File: src/rtl/scm_pkg.sv
package scm_pkg;
  localparam int MAX_FU = 64;

  // true when no busy unit is marked as issued ahead of this one
  function automatic logic fu_oldest(input logic [MAX_FU-1:0] ahead_col,
                                     input logic [MAX_FU-1:0] busy_v);
    return ~|(ahead_col & busy_v);
  endfunction

  // write permit for one unit
  function automatic logic fu_may_write(input logic busy, input logic ready,
                                        input logic shadowed, input logic pwait,
                                        input logic holds);
    return busy & ready & ~shadowed & ~pwait & ~holds;
  endfunction
endpackage

File: src/rtl/scm_fu_table.sv
module scm_fu_table #(
  parameter int N = 8,
  localparam int IW = (N > 1) ? $clog2(N) : 1
) (
  input  logic          clk,
  input  logic          rst_n,
  input  logic          iss_go,
  input  logic [IW-1:0] iss_fu,
  input  logic          iss_pwait,
  input  logic [N-1:0]  kill,
  input  logic [N-1:0]  retire,
  input  logic          pm_valid,
  input  logic [N-1:0]  pm,
  output logic [N-1:0]  busy,
  output logic [N-1:0]  pwait,
  output logic [N-1:0]  oldest
);
  import scm_pkg::*;

  logic [N-1:0] busy_q, pwait_q;
  logic [N-1:0] ahead_q [N];  // ahead_q[j][i]: unit i issued before unit j

  always_comb begin
    for (int j = 0; j < N; j++)
      oldest[j] = busy_q[j] & fu_oldest(MAX_FU'(ahead_q[j]), MAX_FU'(busy_q));
  end

  assign busy  = busy_q;
  assign pwait = pwait_q;

  always_ff @(posedge clk) begin
    if (!rst_n) begin
      busy_q  <= '0;
      pwait_q <= '0;
      for (int j = 0; j < N; j++) ahead_q[j] <= '0;
    end else begin
      for (int f = 0; f < N; f++) begin
        if (iss_go && iss_fu == IW'(f)) begin
          busy_q[f]  <= 1'b1;
          pwait_q[f] <= iss_pwait;
          ahead_q[f] <= busy_q;
        end else begin
          if (iss_go) ahead_q[f][iss_fu] <= 1'b0;
          if (kill[f] || retire[f]) begin
            busy_q[f]  <= 1'b0;
            pwait_q[f] <= 1'b0;
          end else if (pm_valid && pwait_q[f]) begin
            pwait_q[f] <= 1'b0;
            if (!pm[f]) busy_q[f] <= 1'b0;
          end
        end
      end
    end
  end

  a_r11_one_oldest: assert property (@(posedge clk) disable iff (!rst_n)
    $onehot0(oldest));

  for (genvar f = 0; f < N; f++) begin : g_chk
    a_r10_mask_drop: assert property (@(posedge clk) disable iff (!rst_n)
      (pm_valid && pwait_q[f] && !pm[f]) |=> !busy_q[f]);
  end
endmodule

File: src/rtl/scm_shadow_rows.sv
module scm_shadow_rows #(
  parameter int N = 8,
  parameter int S = 4,
  localparam int IW = (N > 1) ? $clog2(N) : 1,
  localparam int RW = (S > 1) ? $clog2(S) : 1
) (
  input  logic          clk,
  input  logic          rst_n,
  input  logic          iss_go,
  input  logic [IW-1:0] iss_fu,
  input  logic          iss_cast,
  input  logic [RW-1:0] iss_row,
  input  logic [S-1:0]  rs_ok,
  input  logic [S-1:0]  rs_fail,
  output logic [S-1:0]  row_open,
  output logic [N-1:0]  shadowed,
  output logic [N-1:0]  kill,
  output logic [N-1:0]  holds,
  output logic          any_fail
);
  logic [N-1:0]  sh_q [S];
  logic [S-1:0]  open_q;
  logic [IW-1:0] owner_q [S];
  logic [S-1:0]  direct, rowkill, release_r;

  assign direct   = rs_fail & open_q;
  assign any_fail = |direct;
  assign row_open = open_q;

  always_comb begin
    kill     = '0;
    shadowed = '0;
    holds    = '0;
    for (int r = 0; r < S; r++) begin
      for (int f = 0; f < N; f++) begin
        if (direct[r] && sh_q[r][f]) kill[f] = 1'b1;
        if (sh_q[r][f]) shadowed[f] = 1'b1;
        if (open_q[r] && owner_q[r] == IW'(f)) holds[f] = 1'b1;
      end
    end
    for (int r = 0; r < S; r++) begin
      rowkill[r] = direct[r];
      for (int q = 0; q < S; q++)
        if (direct[q] && sh_q[q][owner_q[r]]) rowkill[r] = 1'b1;
      rowkill[r] = rowkill[r] & open_q[r];
    end
    release_r = rowkill | (rs_ok & open_q);
  end

  always_ff @(posedge clk) begin
    if (!rst_n) begin
      open_q <= '0;
      for (int r = 0; r < S; r++) begin
        sh_q[r]    <= '0;
        owner_q[r] <= '0;
      end
    end else begin
      for (int r = 0; r < S; r++) begin
        if (release_r[r]) begin
          open_q[r] <= 1'b0;
          sh_q[r]   <= '0;
        end else begin
          if (iss_go) sh_q[r][iss_fu] <= open_q[r];
          if (iss_go && iss_cast && iss_row == RW'(r)) begin
            open_q[r]  <= 1'b1;
            sh_q[r]    <= '0;
            owner_q[r] <= iss_fu;
          end
        end
      end
    end
  end

  for (genvar r = 0; r < S; r++) begin : g_chk
    a_r5_ok_closes_row: assert property (@(posedge clk) disable iff (!rst_n)
      (rs_ok[r] && open_q[r]) |=> !open_q[r]);
    a_r12_idle_pulse_ignored: assert property (@(posedge clk) disable iff (!rst_n)
      ((rs_ok[r] || rs_fail[r]) && !open_q[r] &&
       !(iss_go && iss_cast && iss_row == RW'(r))) |=> !open_q[r]);
  end
endmodule

File: src/rtl/shadow_cancel_matrix.sv
module shadow_cancel_matrix #(
  parameter int N = 8,
  parameter int S = 4,
  localparam int IW = (N > 1) ? $clog2(N) : 1,
  localparam int RW = (S > 1) ? $clog2(S) : 1
) (
  input  logic          clk,
  input  logic          rst_n,
  input  logic          iss_valid,
  input  logic [IW-1:0] iss_fu,
  input  logic          iss_cast,
  input  logic [RW-1:0] iss_row,
  input  logic          iss_elem,
  input  logic          iss_pknown,
  input  logic          iss_pbit,
  output logic          iss_accept,
  input  logic [N-1:0]  res_ready,
  input  logic [N-1:0]  wr_haz,
  input  logic [S-1:0]  rs_ok,
  input  logic [S-1:0]  rs_fail,
  input  logic          pm_valid,
  input  logic [N-1:0]  pm,
  output logic [N-1:0]  wr_en,
  output logic [N-1:0]  exc_eval,
  output logic [N-1:0]  fu_busy
);
  import scm_pkg::*;

  logic [N-1:0] busy, pwait, oldest, shadowed, kill, holds;
  logic [S-1:0] row_open;
  logic         any_fail, known_false, row_taken, fu_in_range, iss_pwait;

  assign fu_in_range = int'(iss_fu) < N;
  assign known_false = iss_elem & iss_pknown & ~iss_pbit;
  assign row_taken   = iss_cast & (int'(iss_row) < S) & row_open[iss_row];
  assign iss_accept  = iss_valid & fu_in_range & ~busy[iss_fu] & ~known_false &
                       ~any_fail & ~row_taken & ~(iss_cast & ~(int'(iss_row) < S));
  assign iss_pwait   = iss_elem & ~iss_pknown;

  always_comb begin
    for (int f = 0; f < N; f++)
      wr_en[f] = fu_may_write(busy[f], res_ready[f], shadowed[f], pwait[f], holds[f]);
  end

  assign exc_eval = busy & ~wr_haz & oldest;
  assign fu_busy  = busy;

  scm_shadow_rows #(.N(N), .S(S)) u_rows (
    .clk(clk), .rst_n(rst_n), .iss_go(iss_accept), .iss_fu(iss_fu),
    .iss_cast(iss_cast), .iss_row(iss_row), .rs_ok(rs_ok), .rs_fail(rs_fail),
    .row_open(row_open), .shadowed(shadowed), .kill(kill), .holds(holds),
    .any_fail(any_fail)
  );

  scm_fu_table #(.N(N)) u_fus (
    .clk(clk), .rst_n(rst_n), .iss_go(iss_accept), .iss_fu(iss_fu),
    .iss_pwait(iss_pwait), .kill(kill), .retire(wr_en), .pm_valid(pm_valid),
    .pm(pm), .busy(busy), .pwait(pwait), .oldest(oldest)
  );

  a_r6_fail_kills_all: assert property (@(posedge clk) disable iff (!rst_n)
    (|kill) |=> ((busy & $past(kill & busy)) == '0));

  for (genvar f = 0; f < N; f++) begin : g_chk
    a_r4_write_retires: assert property (@(posedge clk) disable iff (!rst_n)
      wr_en[f] |=> !busy[f]);
  end
endmodule

File: config.mk
export PLATFORM = sky130hd
export DESIGN_NAME = shadow_cancel_matrix
export DESIGN_NICKNAME = d
export VERILOG_FILES = /design/src/rtl/scm_pkg.sv /design/src/rtl/scm_fu_table.sv /design/src/rtl/scm_shadow_rows.sv /design/src/rtl/shadow_cancel_matrix.sv
export SDC_FILE = /design/constraint.sdc
export NUM_CORES = 1
export LEC_CHECK = 0
export CORE_MARGIN = 2
export CORE_UTILIZATION = 45
export DETAILED_ROUTE_END_ITERATION = 8
export SYNTH_ARGS = -nofsm -noshare
export SYNTH_HDL_FRONTEND = slang
export SYNTH_SLANG_ARGS = --single-unit
File: constraint.sdc
create_clock -name clk -period 4.9 [get_ports clk]
set_clock_uncertainty 0.2 [all_clocks]
set_input_delay 1.47 -clock clk [delete_from_list [all_inputs] [get_ports clk]]
set_output_delay 1.47 -clock clk [all_outputs]
set_load 0.05 [all_outputs]
==> implementation parameters <==
Parameter                              Value

Floorplan
  IO Count    70
  Starting density of the core    46.18%
  Count of standard-cell rows    47
  Die outline area    between 15000 and 20000 um^2
  DIE WIDTH    134.5 um
  Die Y-Extent    between 100 and 150 um
  Floorplan Core Area    16580 um^2

Timing
  Number of setup violations in the final report    0
  Number of hold-slack violations in the final timing report    0
  Min Tclk post-route    4.814 ns
  Max transition margin    20.50%
  Final Cycle Share    between 90% and 100%
  Hold Slack    0.3249 ns
  Final-layout setup total negative slack    0 ns
  Unrepaired setup endpoints after global routing    no
  Post-route worst setup slack    ~0.086 ns
  Fmax achieved    around 0.21 GHz
  Pins over their slew limit    0
  Transition time at the pin with the least slew margin    between 1 and 1.5 ns

Clocking
  CTS H-tree lvls    4
  Clock slew seen by the registers of the worst setup and hold paths    around 0.060 ns
  Number of buffers added to fix hold violations after cts    0
  Post-CTS Setup Bufs    0
  Clock insertion delay at the later pin of the skew report    about 0.42 ns
  Clock buffer count from CTS    17
  Cell at the root of the clock tree    clkbuf_16
  Resized cells post-CTS    0
  TritonCTS clock tree    done
  Clock Path Buffers    2
  Sink count of the clock tree    128

Pwr
  Portion of total power attributed to combinational logic    9.8%
  Worst IR Drop VDD    0.3207 mV
  Switching power    0.7431 mW
  Switching portion of total power    between 20% and 30%
  Ratio of total power to cell area    318.7 nW/um^2
  Leak    3.364 nW
  Sequential power share    45.3%
  Total internal power    around 2.2 mW
  Part of the power in the clock network    44.9%
  Overall power    about 2.9 mW

Synth
  Gate count after technology mapping    807
  Sequential cell area fraction in the yosys report    47.57%
  Most used DFF post-synth    edfxtp_1
  Asr flop ratio synth    0%
  Post-synthesis average cell area    about 9.5 um^2
  Number of distinct library cells after synthesis    60
  Count of state elements after synthesis    about 130
  Most area-consuming cells after synthesis    edfxtp_1, dfxtp_1, nor2_1, nand2_1, nand3_1
  Top cell type by total area after synthesis    edfxtp_1
  EDFF count, synth    108
  Portion of synthesized cell area occupied by the leading cell type    ~42%
  Post-synthesis cell area    7659 um^2
  Count of warnings emitted by yosys    0

Route
  Antenna-violating nets left    0
  DR WL/cell    27.54 um
  Wire length reported by the detailed router    a little under 30000 um
  Vias per inst    6.667
  Total number of vias    a little over 7000
  Post-route DRC    0
  First-pass detailed-route iteration total    6
  Number of violations reported at the end of detailed-routing iteration 0    1097

Place
  Gp weighted congestion    just under 1
  Half-perimeter wire length after detailed placement    ~21000 um
  Post-placement cell count    1041
  Buffers on Ports    69
  Pre-CTS WS    0.09953 ns
  Placement-stage cell area    8579 um^2

Flow run
  Maxcap violations    0

Global route
  Pin count of the biggest net entering global routing    30
  Vias in the first global route    ~6800
  Global-route wire length before repair    43550 um
  Initial antenna violation count    0
  Global-route usage over all layers    33.07%
  GRT overflow    0

Status
  Result of the run    finished clean

Final layout
  Layout overhead on the synthesized area    20.03%
  Number of antenna cells inserted    0
  Post-layout nets    a little under 900
  Finished Cell Area    9193 um^2
  Share of final-layout standard cells stronger than drive strength 1    about an eighth
  Final standard cell count with taps included and fillers excluded    1073
  Utilization of the core after routing    55.43%

Min path
  Class of the most critical hold timing path    flip-flop to flip-flop

Worst setup path
  Type of the setup path with the least slack    input pin to output port
  Arrival time of data at the critical path endpoint    3.14 ns
  Maximum fanout along the worst path    6
  Nature of the critical path endpoint    output port
  Sort of element at the start of the critical path    input pin
  Worst path required time    ~3.2 ns
==> cell usage after synthesis (all sizes together) (3+ instances only) <==
| cell type | n |
|---|---|
| or2 | 7 |
| nand3b | 11 |
| inv | 31 |
| nor4b | 19 |
| o32ai | 14 |
| nor3b | 3 |
| nand4 | 27 |
| edfxtp | 108 |
| or3 | 4 |
| or4 | 8 |
| and3 | 5 |
| o211ai | 3 |
| nand2 | 93 |
| nor4bb | 9 |
| dfxtp | 20 |
| nor4 | 9 |
| o21ai | 15 |
| buf | 19 |
| nand4b | 11 |
| a32oi | 4 |
| clkbuf | 66 |
| nor2 | 94 |
| a222oi | 9 |
| and2 | 10 |
| nor3 | 18 |
| mux2i | 14 |
| o22a | 6 |
| a21oi | 22 |
| a22oi | 17 |
| mux4 | 13 |
| nand3 | 64 |
| o22ai | 9 |
| a21boi | 4 |
| o21a | 3 |
| nand2b | 17 |
==> cell families (layout without fill, tap and decap cells) <==
kind of cell	count (synthesis)	in the layout	share of synthesized area, %
buffers and inverters	116	157	6.045
AOI/OAI and AO/OA	118	118	11.65
other	1	6	0.04896
and+or+nand+nor	415	415	28.69
muxes	29	29	5.996
DFF	128	128	47.57
==> worst max-delay path: stages <==
cell	delay, ns
clkdlybuf4s50_1	0.60
mux2i_1	0.22
o22ai_1	0.23
nor4_4	0.43
buf_12	0.18
==> registers in the layout, summed over array words and instances (netlist names) <==
name / flops
u_fus.ahead_q: 64
u_rows.sh_q: 32
u_rows.owner_q: 12
u_fus.busy: 8
u_fus.pwait: 8
u_rows.row_open: 4
==> power by group through the flow <==
stage          clock [mW]  combinational [mW]  sequential, mW
3_5_place_dp            0               0.281            1.34
6_report             1.32               0.287            1.33
3_3_place_gp            0               0.277            1.34
2_1_floorplan           0               0.186            1.29
5_1_grt              1.36               0.306            1.33
4_1_cts              1.31               0.282            1.32
==> final cells by class <==
class	instances	area, um^2
fillers	1487	7391
flip-flops and latches	128	3643
multi-input cells	568	3571
repair buffers	94	973.4
clock buffers	20	456.7
well taps	220	275.3
clock inverters	12	156.4
inverters	31	116.4
==> metal layers <==
metal / GRT usage (%) / part of all wire, % / wire length, um / vias to the layer above
met5: 4.444 / 0.35 / 103 / -
met4: 11.93 / 3.1 / 925 / 2
met3: 12.31 / 14 / 4077 / 68
met2: 46.85 / 42 / 12550 / 523
met1: 46.04 / 40 / 11890 / 3486
li1: - / - / - / 3075
==> path summary, 6_finish.rpt <==
kind | end | slack, ns | start | cells past startpoint
worst max-delay path | iss_accept | 0.09 | iss_row[1] | 5
worst min-delay path | u_fus.pwait[3] | 0.32 | u_fus.pwait[3] | 2
worst max register to register | u_rows.sh_q[0][30] | 1.30 | u_rows.row_open[1] | 6
worst min register to register | u_fus.pwait[3] | 0.32 | u_fus.pwait[3] | 2
==> cell usage in the layout, fill, tap and decap left out, types with 4 or more instances in the layout <==
master,n
a21boi_0,4
a21oi_1,21
a222oi_1,9
a22oi_1,17
a32oi_1,4
and2_1,9
and3_1,4
buf_12,11
buf_4,31
clkbuf_16,17
clkdlybuf4s50_1,52
conb_1,6
dfxtp_1,20
edfxtp_1,108
inv_1,31
mux2i_1,14
mux4_2,13
nand2_1,93
nand2b_1,17
nand3_1,64
nand3b_1,11
nand4_1,27
nand4b_1,11
nor2_1,94
nor3_1,18
nor4_1,8
nor4b_1,19
nor4bb_1,9
o21ai_0,15
o22a_1,6
o22ai_1,9
o32ai_1,14
or2_2,6
or3_1,4
or4_1,8
No activity file was read; power rests on OpenSTA's default activity.
